<file path="src/rtl/rsqrt_est.sv">
module rsqrt_est #(
  parameter int IDX_BITS = 7,
  parameter int EST_BITS = 8
) (
  input  logic        clk,
  input  logic        rst_n,
  input  logic        in_valid,
  input  logic        fixed_mode,
  input  logic        ftz,
  input  logic [31:0] op_in,
  output logic        out_valid,
  output logic [31:0] result,
  output logic        flag_invalid,
  output logic        flag_divzero
);
  localparam int          ENTRIES = 2 ** (IDX_BITS + 1);
  localparam int          HALF    = 2 ** IDX_BITS;
  localparam int          FPAD    = 23 - EST_BITS;
  localparam int          XPAD    = 31 - EST_BITS;
  localparam logic [31:0] QNAN    = 32'h7FC0_0000;

  // Largest s with (2s-1)^2 (2q+1) <= 2^(2E+3) D, i.e. s = round(2^E / sqrt((q+0.5)/D))
  function automatic logic [EST_BITS-1:0] seg_est(input int idx, input logic odd);
    longint q, lim, s, t;
    q   = longint'(HALF) + longint'(idx);
    lim = longint'(1) << (2 * EST_BITS + 3 + IDX_BITS + (odd ? 2 : 1));
    s   = 0;
    for (int b = EST_BITS + 1; b >= 0; b--) begin
      t = s | (longint'(1) << b);
      if ((2 * t - 1) * (2 * t - 1) * (2 * q + 1) <= lim) s = t;
    end
    return s[EST_BITS-1:0];
  endfunction

  logic [EST_BITS-1:0] lut [ENTRIES];
  for (genvar g = 0; g < ENTRIES; g++) begin : g_lut
    assign lut[g] = seg_est(g % HALF, 1'(g >= HALF));
  end

  wire        sgn      = op_in[31];
  wire [7:0]  bexp     = op_in[30:23];
  wire [22:0] man      = op_in[22:0];
  wire        exp_max  = &bexp;
  wire        exp_zero = ~|bexp;
  wire        man_zero = ~|man;
  wire        is_nan   = exp_max & ~man_zero;
  wire        is_inf   = exp_max & man_zero;
  wire        is_zero  = exp_zero & (man_zero | ftz);

  logic [4:0] lz;
  always_comb begin
    lz = 5'd0;
    for (int i = 0; i < 23; i++)
      if (man[i]) lz = 5'(22 - i);
  end

  wire [22:0]       nfrac   = exp_zero ? 23'(man << (lz + 5'd1)) : man;
  wire signed [9:0] eff_exp = exp_zero ? -$signed({5'd0, lz}) : $signed({2'd0, bexp});
  wire signed [9:0] num     = 10'sd380 - eff_exp;
  wire [7:0]        res_exp = num[8:1];

  wire [IDX_BITS:0] f_idx = {eff_exp[0], nfrac[22 -: IDX_BITS]};
  wire [IDX_BITS:0] x_idx = op_in[31] ? {1'b0, op_in[30 -: IDX_BITS]}
                                      : {1'b1, op_in[29 -: IDX_BITS]};
  wire [EST_BITS-1:0] est = lut[fixed_mode ? x_idx : f_idx];

  logic [31:0] f_res;
  logic        f_inv, f_dz;
  always_comb begin
    f_res = {1'b0, res_exp, est, {FPAD{1'b0}}};
    f_inv = 1'b0;
    f_dz  = 1'b0;
    if (is_nan) begin
      f_res = QNAN;
      f_inv = ~man[22];
    end else if (is_zero) begin
      f_res = {sgn, 8'hFF, 23'd0};
      f_dz  = 1'b1;
    end else if (sgn) begin
      f_res = QNAN;
      f_inv = 1'b1;
    end else if (is_inf) begin
      f_res = 32'd0;
    end
  end

  wire [31:0] x_res = (op_in[31:30] == 2'b00) ? 32'hFFFF_FFFF : {1'b1, est, {XPAD{1'b0}}};

  always_ff @(posedge clk or negedge rst_n) begin
    if (!rst_n) begin
      out_valid    <= 1'b0;
      result       <= 32'd0;
      flag_invalid <= 1'b0;
      flag_divzero <= 1'b0;
    end else begin
      out_valid <= in_valid;
      if (in_valid) begin
        result       <= fixed_mode ? x_res : f_res;
        flag_invalid <= ~fixed_mode & f_inv;
        flag_divzero <= ~fixed_mode & f_dz;
      end
    end
  end

  assert_flags_exclusive_R9: assert property (@(posedge clk) disable iff (!rst_n)
    !(flag_invalid && flag_divzero));
  assert_valid_rise_R8: assert property (@(posedge clk) disable iff (!rst_n)
    in_valid |=> out_valid);
  assert_valid_idle_R8: assert property (@(posedge clk) disable iff (!rst_n)
    !in_valid |=> !out_valid && $stable(result) && $stable(flag_invalid));
  assert_fixed_noflag_R7: assert property (@(posedge clk) disable iff (!rst_n)
    in_valid && fixed_mode |=> !flag_invalid && !flag_divzero);
  assert_nan_canon_R1: assert property (@(posedge clk) disable iff (!rst_n)
    in_valid && !fixed_mode && (&op_in[30:23]) && (|op_in[22:0]) |=> result == QNAN);
  assert_pos_inf_R4: assert property (@(posedge clk) disable iff (!rst_n)
    in_valid && !fixed_mode && op_in == 32'h7F80_0000 |=> result == 32'd0 && !flag_invalid);
  assert_zero_dz_R2: assert property (@(posedge clk) disable iff (!rst_n)
    in_valid && !fixed_mode && op_in[30:0] == 31'd0 |=> flag_divzero && result[30:23] == 8'hFF);
endmodule

</file>
<file path="config.mk">
export PLATFORM = sky130hd
export DESIGN_NAME = rsqrt_est
export DESIGN_NICKNAME = d
export VERILOG_FILES = /design/src/rtl/rsqrt_est.sv
export SDC_FILE = /design/constraint.sdc
export NUM_CORES = 1
export LEC_CHECK = 0
export ABC_AREA = 1
export BUFFER_PORTS_ARGS = -buffer_cell sky130_fd_sc_hd__clkbuf_2
export CAP_MARGIN = 20
export CORE_ASPECT_RATIO = 0.8
export CORE_MARGIN = 1.5
export CORE_UTILIZATION = 40
export CTS_CLUSTER_DIAMETER = 80
export DETAILED_ROUTE_END_ITERATION = 12
export PLACE_DENSITY = 0.61
export REMOVE_ABC_BUFFERS = 1
export SYNTH_ARGS = -nofsm -noshare
export SYNTH_HDL_FRONTEND = slang
export SYNTH_SLANG_ARGS = --single-unit
</file>
<file path="constraint.sdc">
create_clock -name clk -period 1.76 [get_ports clk]
set_input_delay 0.088 -clock clk [delete_from_list [all_inputs] [get_ports clk]]
set_output_delay 0.088 -clock clk [all_outputs]
set_load 0.05 [all_outputs]
</file>
### Word level (Yosys, flattened, before mapping)

Memory sizes are Yosys's and may differ from the RTL's.
Index checks and enable logic that the tools add are counted.

| operators by class | value |
|---|---|
| $add $sub $neg | 3 |
| magnitude comparators | 1 |
| shift operators | 1 |
| multiplexer cells | 40 |
| bitwise logic cells | 9 |
| reductions and logical operators | 6 |

Operators with widths:

| kind | number |
|---|---|
| 5-bit two-way mux | 23 |
| 32-bit two-way mux | 3 |
| 31-bit two-way mux | 3 |
| 8-bit two-way mux | 4 |
| 23-bit two-way mux | 1 |
| 23-bit OR reduction | 1 |
| 23-bit by 5-bit left shift with 23-bit output | 1 |
| 9-bit >= comparator (second input constant) | 1 |
| 9-bit two-way mux | 1 |
| 5-bit negation with 9-bit output | 1 |
| 8-bit NOT with 9-bit output | 1 |
| 9-bit subtractor (first input constant) | 1 |
| 8-bit AND reduction | 1 |
| 8-bit OR reduction | 1 |
| 5-bit by 1-bit adder with 5-bit output (second input constant) | 1 |
| 1-bit bitwise AND | 5 |
| 1-bit two-way mux | 5 |
| 1-bit logical NOT | 2 |
| 2-bit logical NOT | 1 |
| 1-bit NOT | 2 |
| 1-bit OR | 1 |

| storage, ports and cells | value |
|---|---|
| register bits after elaboration | 35 |
| ROM bits | 2048 |
| input port bits | 37 |
| output and inout bits | 35 |
| word-level logic and storage cells | 65 |
| memories kept | 1 |

Memory list:

| name | words | width | rd ports | clocked after Yosys merged registers in | wr ports | line | text |
|---|---|---|---|---|---|---|---|
| (no name shown) | 256 | 8 | 1 | 0 | 0 | 65 | `wire [EST_BITS-1:0] est = lut[fixed_mode ? x_idx : f_idx];` |

### Depth between registers and ports, before layout

Gate-level depths: netlist of run 1.

| depth | value |
|---|---|
| word-level depth | 36 |
| gate-level depth with buffers | 48 |
| mapped depth without buffers | 46 |

### Least setup slack after synthesis of run 1

OpenSTA, ideal clock, no wires.

| path | value |
|---|---|
| path type | input-to-reg |
| start point | in op_in[2] |
| end point | reg result[16] |
| library setup time | 133 ps |
| arrival time | 3752 ps |
| data required time | 1627 ps |
| setup slack | -2125 ps |
| cell stages on the path | 45 |
| path buffers | 3 |
| cells stage by stage | inv_2 > nand2_1 > nand2_1 > nand2_1 > nand2_1 > nand2_1 > nand2_1 > nand2_1 > nand2_1 > nand2_1 > nand2_1 > nand2_1 > nand2_1 > nand2_1 > nand2_1 > nand2_1 > nand2_1 > nand2_1 > [... 9 more ...] > nand3_1 > nand3_1 > nand3_1 > nand2_1 > nand2_1 > nand2_2 > inv_1 > ha_1 > inv_1 > nand3_1 > a21oi_1 > nor2_1 > nand3_1 > nand3_1 > nand3_1 > nand2_1 > nand2_1 > nand3_1 |

| between the ends | value |
|---|---|
| word-level cells in the longest chain between the ends | 34 |
| elaborated cells between the ends (all ways) | 42 |
| classes of those cells | 2 x add/sub; 1 x shift; 31 x mux; 5 x bitwise; 2 x reduce/logical; 1 x memory |

RTL lines:

| item | line | text |
|---|---|---|
| start, declared | 10 | `input logic [31:0] op_in,` |
| 5-bit two-way mux (21 in a row) | 54 | `if (man[i]) lz = 5'(22 - i);` |
| 5-bit by 1-bit adder with 5-bit output | 57 | `wire [22:0] nfrac = exp_zero ? 23'(man << (lz + 5'd1)) : man;` |
| 23-bit by 5-bit left shift with 23-bit output | 57 |  |
| 23-bit two-way mux | 57 |  |
| 8-bit two-way mux | 65 |  |
| 8-bit NOT with 9-bit output | 65 |  |
| memory read 256 x 8 bit | -- |  |
| 8-bit two-way mux (2 in a row) | 65 |  |
| 31-bit two-way mux | 82 | `end else if (is_inf) begin` |
| 31-bit two-way mux | 79 | `end else if (sgn) begin` |
| 32-bit two-way mux | 76 | `end else if (is_zero) begin` |
| 32-bit two-way mux (*) | 73 | `if (is_nan) begin` |
| 32-bit two-way mux (*) | 98 | `result <= fixed_mode ? x_res : f_res;` |
| end signal, assigned | 98 |  |
| end, declared | 12 | `output logic [31:0] result,` |

Every way passes the cells marked *; elsewhere a longest branch is shown, timed or not. The select of a mux whose other input is x is not followed.
A chain may end at the register's enable or synchronous reset.

### Worst setup path in the final report of run 1

| path | value |
|---|---|
| start point | in op_in[2] |
| end point | reg result[15] |

Same word-level chain as after synthesis.

==> out/qor.csv, run 1 <==
stage,metric,value,unit
worst_setup_path,CP top delay family,simple AND/OR/NAND/NOR gates,
cts,CTS buffer count,3,
worst_setup_path,R2R setup slack,0.95,ns
global_routing,initial antenna violation count,0,
detailed_routing,DRC errors left,0,
detailed_routing,final wirelength,23100,µm
synth,sequential share of the synthesized area,10.98,%
worst_setup_path,CP max-delay cell,a31oi_4,
worst_setup_path,CP endpoint kind,flop,
worst_setup_path,crit path launch,op_in[2],
cts,"CTS clk-pin slew, worst paths",0.05,ns
synth,top-area cell type share of the netlist area,23.29,%
floorplan,die area,0.01264,mm²
floorplan,initial core utilization,41.25,%
timing,endpoints failing hold,0,
worst_setup_path,Crit path depth,37,
synth,Syn Inst Count,904,
synth,Post-synth EDFFs,0,
cts,Clock Latency Late Sink,0.25,ns
global_routing,largest net degree at the start of global routing,22,
timing,unrepaired setup endpoints after global routing,yes,
synth,Yosys warning total,0,
global_routing,first-pass GRT wire length,34690,µm
flow_run,Max-Cap Viols,0,
worst_setup_path,reg-to-reg endpoint,result[14],
layout,nets,1265,
detailed_routing,Pre-Repair DR Iteration Count,5,
cts,Clock Path Buffers,2,
floorplan,Core ar.,0.01160,mm²
worst_setup_path,Critical Path Sink,result[15],
detailed_routing,per-cell routed wire length,16.99,µm
floorplan,die height,100.8,µm
timing,Final period util,219.2,%
pwr,total power,4.388,mW
timing,Fmax achieved,259.2,MHz
timing,"Slew Viols, Final",0,
cts,CTS tree,built,
worst_setup_path,Worst EP required,1.88,ns
detailed_routing,via count,7565,
global_routing,vias in the first global route,6566,
detailed_routing,Routed Antenna Nets,0,
worst_setup_path,CP Class,input pin to flop,
timing,final hold slack,0.1572,ns
worst_setup_path,CP Max Fanout,6,
cts,Clock Root Buffer,clkbuf_16,
placement,DP HPWL,16870,µm
worst_hold_path,Min-Delay Path Class,input pin to flop,
timing,clock skew,0,ns
cts,CTS H-tree depth,1,
timing,worst relative slew slack,66.70,%
placement,Final GP Congestion,1.022,
global_routing,GRT Residual Overflow,0,
timing,worst-margin pin slew,0.4996,ns
timing,Setup-failing EPs final,16,
layout,Antenna diodes,0,
worst_setup_path,crit path DAT,3.97,ns
status,status,finished with violations,
floorplan,row cnt,35,
layout,area delta synth->final,80.68,%
detailed_routing,Detailed Route Iter0 Violations,659,
worst_setup_path,"most used cell, CP",nand2_1,
synth,Yosys top cell by area,nand2_1,
global_routing,overall fraction of global-route tracks in use,34.30,%
synth,Post-Syn Area,0.004787,mm²
floorplan,I/O pins,72,
worst_setup_path,RR Startpoint,result[14],
synth,Main synth FF type,dfrtp_1,
floorplan,Die X-Extent,125.3,µm
detailed_routing,Vias per Instance,5.563,
worst_setup_path,worst path bufs/invs,6,
pwr,Max VDD drop,0.3731,mV
timing,Tmin final,3.858,ns
layout,Final Core Density,74.53,%
worst_setup_path,reg2reg path depth,2,
synth,top post-synthesis cells by area,"nand2_1, nand3_1, dfrtp_1",
pwr,power density cells,507.4,mW/mm²
layout,share of cells above drive strength 1,49.59,%
worst_setup_path,max incr delay on CP,0.27,ns
placement,port bufs,71,
cts,CTS Sinks,21,
synth,Syn Area/Cell,5.295,µm²
synth,"Distinct cells, synth",44,
worst_setup_path,Setup crit start kind,input pin,
pwr,leakage power,4.496,nW
status,failing checks,negative setup slack,
timing,PnR worst setup slack,-2.098,ns
synth,ys async rst share,100.0,%
synth,post-synthesis register bit count,21,
## how the worst min path moves through the flow
| stage | cells past startpoint | from | end |
|---|---|---|---|
| after floorplan | 0 | rst_n | flag_divzero |
| after global placement | 1 | rst_n | result[22] |
| after detailed placement | 1 | rst_n | result[22] |
| after CTS | 2 | in_valid | out_valid |
| after global routing | 2 | in_valid | out_valid |
| final | 2 | in_valid | out_valid |
## Yosys cell counts (10+ instances only)
cell type / n
nand2_1: 297
nand3_1: 177
inv_1: 89
nor2_1: 75
a21oi_1: 43
o21ai_0: 32
dfrtp_1: 21
buf_4: 19
ha_1: 15
nand4_1: 14
nand2_2: 13
clkbuf_1: 11
o211ai_1: 10
## final cells by class
cell class | count | area, µm²
clock buffers | 4 | 78.83
fillers | 919 | 2955
inverters | 98 | 410.4
multi-input cells | 739 | 4649
flip-flops and latches | 21 | 525.5
well taps | 148 | 185.2
repair buffers | 350 | 2800
## cell usage in the layout, fill, tap and decap left out, types with 7 or more instances in the layout
cell type | Yosys | final
dfrtp_1 | 21 | 21
buf_6 | 6 | 24
nand2_2 | 13 | 64
inv_2 | 6 | 13
nand3_2 | 4 | 54
nand2_1 | 297 | 225
nand3_1 | 177 | 116
nand2_4 | 6 | 22
a21oi_1 | 43 | 29
ha_4 | 0 | 9
nand4_1 | 14 | 14
nor2_2 | 2 | 17
o21ai_0 | 32 | 25
o21ai_2 | 1 | 7
buf_4 | 19 | 235
clkbuf_2 | 0 | 69
o211ai_1 | 10 | 10
a21oi_2 | 0 | 14
nor2_1 | 75 | 56
nand3_4 | 0 | 11
buf_12 | 0 | 12
inv_1 | 89 | 72
## metal layers
metal  routed length, µm  track usage (%)  vias to the layer above
met3                2991            9.023                       50
li1                    -                -                     3602
met5                   0                0                        -
met4                 378            4.720                        0
met1               10350            51.19                     3454
met2                9381            50.19                      459
## sequential cells by signal (all words and copies together) (netlist names)
signal / flops
out_valid: 1
flag_invalid: 1
flag_divzero: 1
result: 18
## power breakdown
part	internal, mW	switching, mW
registers	0.538	0.0367
logic	1.38	1.97
clock network	0.308	0.161
## timing repair
| action | 4_1_cts | 5_1_grt |
|---|---|---|
| pin swaps | 42 | 45 |
| cloned | 2 | 1 |
| hold buffers | 1 | 0 |
| buffers inserted | 25 | 22 |
| gates resized for setup | 180 | 151 |
| endpoints found under the hold margin | 21 | 0 |
| setup endpoints to repair | 16 | 18 |
## kinds of logic (layout without fill, tap and decap cells)
group,after synthesis,after routing,synth area share [%]
buffers and inverters,144,452,13.96
AND/OR/NAND/NOR,610,610,56.82
adder cells (fa/ha/maj),15,15,3.921
AO/OA/AOI/OAI,108,108,13.07
XOR/XNOR,6,6,1.255
flip-flops,21,21,10.98
## through the flow
stage	area, µm²	instances	setup WS [ns]	TNS (ns)
final	8650	1360	-2.098	-31.06
after global routing	8650	1360	-2.369	-35.57
after CTS	7885	1337	-1.727	-26.58
after detailed placement	6852	1305	-2.257	-34.89
after global placement	6852	1305	-2.334	-35.69
after floorplan	4487	858	-3.409	-89.71
No activity file was read; power rests on OpenSTA's default activity.
==> inputs of run 2 (changes only) <==
--- a/config.mk
+++ b/config.mk
@@ -6,6 +6,7 @@
 export NUM_CORES = 1
 export LEC_CHECK = 0
 export ABC_AREA = 1
+export ABC_CLOCK_PERIOD_IN_PS = 4100
 export BUFFER_PORTS_ARGS = -buffer_cell sky130_fd_sc_hd__clkbuf_2
 export CAP_MARGIN = 20
 export CORE_ASPECT_RATIO = 0.8
==> constraint.sdc (replaced) <==
create_clock -name clk -period 4.1 [get_ports clk]
set_input_delay 0.205 -clock clk [delete_from_list [all_inputs] [get_ports clk]]
set_output_delay 0.205 -clock clk [all_outputs]
set_load 0.05 [all_outputs]
==> run 2 against run 1 <==
Effect of this change:
- the run now ends clean
- combinational power down 68%
- register-to-register slack better by 2.3 ns
- global-route usage is 4.1 points lower
- flip-flop and latch count unchanged
- cell count fell by 12%
- first-iteration DRC count fell by 20%
- die area did not move
- critical endpoint is now result[24]
- clock power down 56%
- count of clock-buffer cells in the layout is 1 lower
- total power shrank 66%
- clock skew did not move
==> out/qor.csv, run 2 (synthesis gave the netlist of run 1 again) <==
stage,metric,value,unit,change
status,status,completed,,was finished with violations
detailed_routing,via count,6609,,was 7565
worst_setup_path,"most used cell, CP",nand2_1,,unchanged
global_routing,overall fraction of global-route tracks in use,30.21,%,was 34.30%
global_routing,GRT Residual Overflow,0,,unchanged
floorplan,die height,100.8,µm,unchanged
global_routing,largest net degree at the start of global routing,22,,unchanged
timing,Final period util,93.20,%,
worst_setup_path,CP Max Fanout,5,,was 6
worst_setup_path,CP max-delay cell,a31oi_2,,was a31oi_4
detailed_routing,Detailed Route Iter0 Violations,526,,was 659
global_routing,initial antenna violation count,0,,unchanged
detailed_routing,DRC errors left,0,,unchanged
detailed_routing,Metal-1 WL,9488,µm,was 10350 µm
timing,Fmax achieved,261.7,MHz,
layout,Antenna diodes,0,,unchanged
cts,Clock Latency Late Sink,0.25,ns,about the same
detailed_routing,per-cell routed wire length,16.20,µm,was 16.99 µm
flow_run,Max-Cap Viols,0,,unchanged
worst_setup_path,Worst EP required,4.29,ns,was 1.88 ns
detailed_routing,Top Layer Used,met4,,unchanged
detailed_routing,final wirelength,19460,µm,was 23100 µm
layout,share of cells above drive strength 1,27.92,%,was 49.59%
pwr,total power,1.509,mW,was 4.388 mW
worst_hold_path,Worst Hold End,out_valid,,unchanged
worst_setup_path,CP Class,input pin to flop,,unchanged
cts,"CTS clk-pin slew, worst paths",0.06,ns,was 0.05 ns
timing,worst relative slew slack,33.21,%,was 66.70%
cts,CTS Sinks,21,,unchanged
layout,"most common cell after layout, fill and taps aside",nand2_1,,was buf_4
global_routing,first-pass GRT wire length,30440,µm,was 34690 µm
placement,DP HPWL,15720,µm,was 16870 µm
worst_hold_path,Min-Delay Path Class,input pin to flop,,unchanged
pwr,power density cells,235.6,mW/mm²,was 507.4 mW/mm²
timing,Tmin final,3.821,ns,
worst_setup_path,reg-to-reg endpoint,result[14],,unchanged
worst_setup_path,R2R setup slack,3.29,ns,was 0.95 ns
placement,port bufs,71,,unchanged
detailed_routing,metal2 WL,7434,µm,was 9381 µm
layout,Biggest register,result,,unchanged
global_routing,vias in the first global route,5591,,was 6566
timing,clock skew,0,ns,unchanged
detailed_routing,WL met3,2358,µm,was 2991 µm
pwr,leakage power,3.436,nW,was 4.496 nW
timing,"Slew Viols, Final",0,,unchanged
timing,final hold slack,0.2407,ns,was 0.1572 ns
timing,unrepaired setup endpoints after global routing,yes,,unchanged
timing,endpoints failing hold,0,,unchanged
worst_setup_path,RR Startpoint,result[14],,unchanged
worst_setup_path,max incr delay on CP,0.24,ns,was 0.27 ns
worst_setup_path,crit path DAT,4.01,ns,was 3.97 ns
cts,Clock Root Buffer,clkbuf_16,,unchanged
pwr,Max VDD drop,0.1443,mV,was 0.3731 mV
cts,Clock Path Buffers,2,,unchanged
layout,nets,1106,,was 1265
cts,CTS tree,built,,unchanged
detailed_routing,Pre-Repair DR Iteration Count,5,,unchanged
floorplan,row cnt,35,,unchanged
placement,Final GP Congestion,0.9915,,was 1.022
detailed_routing,Vias per Instance,5.503,,was 5.563
worst_hold_path,hold path depth,1,,was 2
floorplan,I/O pins,72,,unchanged
floorplan,Die X-Extent,125.3,µm,unchanged
worst_setup_path,reg2reg path depth,2,,unchanged
timing,worst-margin pin slew,0.9913,ns,was 0.4996 ns
timing,Setup-failing EPs final,0,,was 16
layout,max reg flops,18,,unchanged
cts,CTS buffer count,3,,unchanged
floorplan,initial core utilization,41.25,%,unchanged
layout,area delta synth->final,33.85,%,was 80.68%
cts,CTS H-tree depth,1,,unchanged
floorplan,die area,0.01264,mm²,unchanged
worst_hold_path,Min-Delay Startpoint,in_valid,,unchanged
floorplan,Core ar.,0.01160,mm²,unchanged
layout,most frequent cells in the layout,"nand2_1, nand3_1, buf_4, inv_1",,"was buf_4, nand2_1, nand3_1, inv_1, clkbuf_2"
detailed_routing,Routed Antenna Nets,0,,unchanged
worst_setup_path,CP endpoint kind,flop,,unchanged
worst_setup_path,Setup crit start kind,input pin,,unchanged
-- run 2: cell count changes in the layout (fill, tap and decap cells not counted), sizes merged --
cell | previous run | this run
clkinv | 3 | 4
buf | 279 | 118
nand2 | 316 | 317
-- run 2: metrics by stage --
stage / cells / cell area [µm²] / utilization, % / setup WS (ns) / setup TNS (ns)
2_1_floorplan: 858 / 4487 / - / -1.069 / -18.46
3_3_place_gp: 1185 / 5888 / 50.74 / -0.1238 / -0.6573
3_5_place_dp: 1185 / 5888 / 50.74 / -0.1212 / -0.8715
4_1_cts: 1190 / 5978 / 51.51 / 0.1302 / 0
5_1_grt: 1201 / 6407 / 55.21 / -0.1694 / -1.287
6_report: 1201 / 6407 / 55.21 / 0.2789 / 0
-- run 2: critical path, delay by kind of cell --
family | cells | cell delay, ns
simple gates | 26 | 2.38
compound gates | 3 | 0.61
buf+inv | 6 | 0.58
fa+ha+maj | 1 | 0.22
-- run 2: repair_timing --
item                                   4_1_cts  5_1_grt
resized for setup                            0       87
setup buffers                                0       10
hold buffers                                 1        0
endpoints found under the hold margin       21        0
setup endpoints to repair                    0       16
-- run 2: worst max path at each step --
stage               startpoint    endpoint  slack (ns)  cells after the start
floorplan           result[14]  result[14]       -1.07                      2
global placement      op_in[2]  result[16]       -0.12                     44
detailed placement    op_in[2]  result[27]       -0.12                     44
CTS                   op_in[2]  result[27]        0.13                     44
global route          op_in[2]  result[24]       -0.17                     45
finish                op_in[2]  result[24]        0.28                     36
-- run 2: power by group --
| part | switching, mW | internal, mW |
|---|---|---|
| clock | 0.0767 | 0.131 |
| combinational | 0.679 | 0.376 |
| sequential | 0.0151 | 0.231 |
-- run 2: per-layer routing --
layer / track usage [%] / vias up
met3: 6.741 / 21
li1: - / 3267
met1: 48.84 / 2962
met2: 40.56 / 359
met5: 0 / -
met4: 3.584 / 0
-- run 2: layout make-up --
| cell class | instances | area, µm² |
|---|---|---|
| Sequential cell | 21 | 525.5 |
| Fill cell | 1217 | 5197 |
| Inverter | 98 | 370.4 |
| Tap cell | 148 | 185.2 |
| Clock inverter | 1 | 5.005 |
| Multi-Input combinational cell | 740 | 3899 |
| Clock buffer | 3 | 75.07 |
| Timing Repair Buffer | 190 | 1348 |
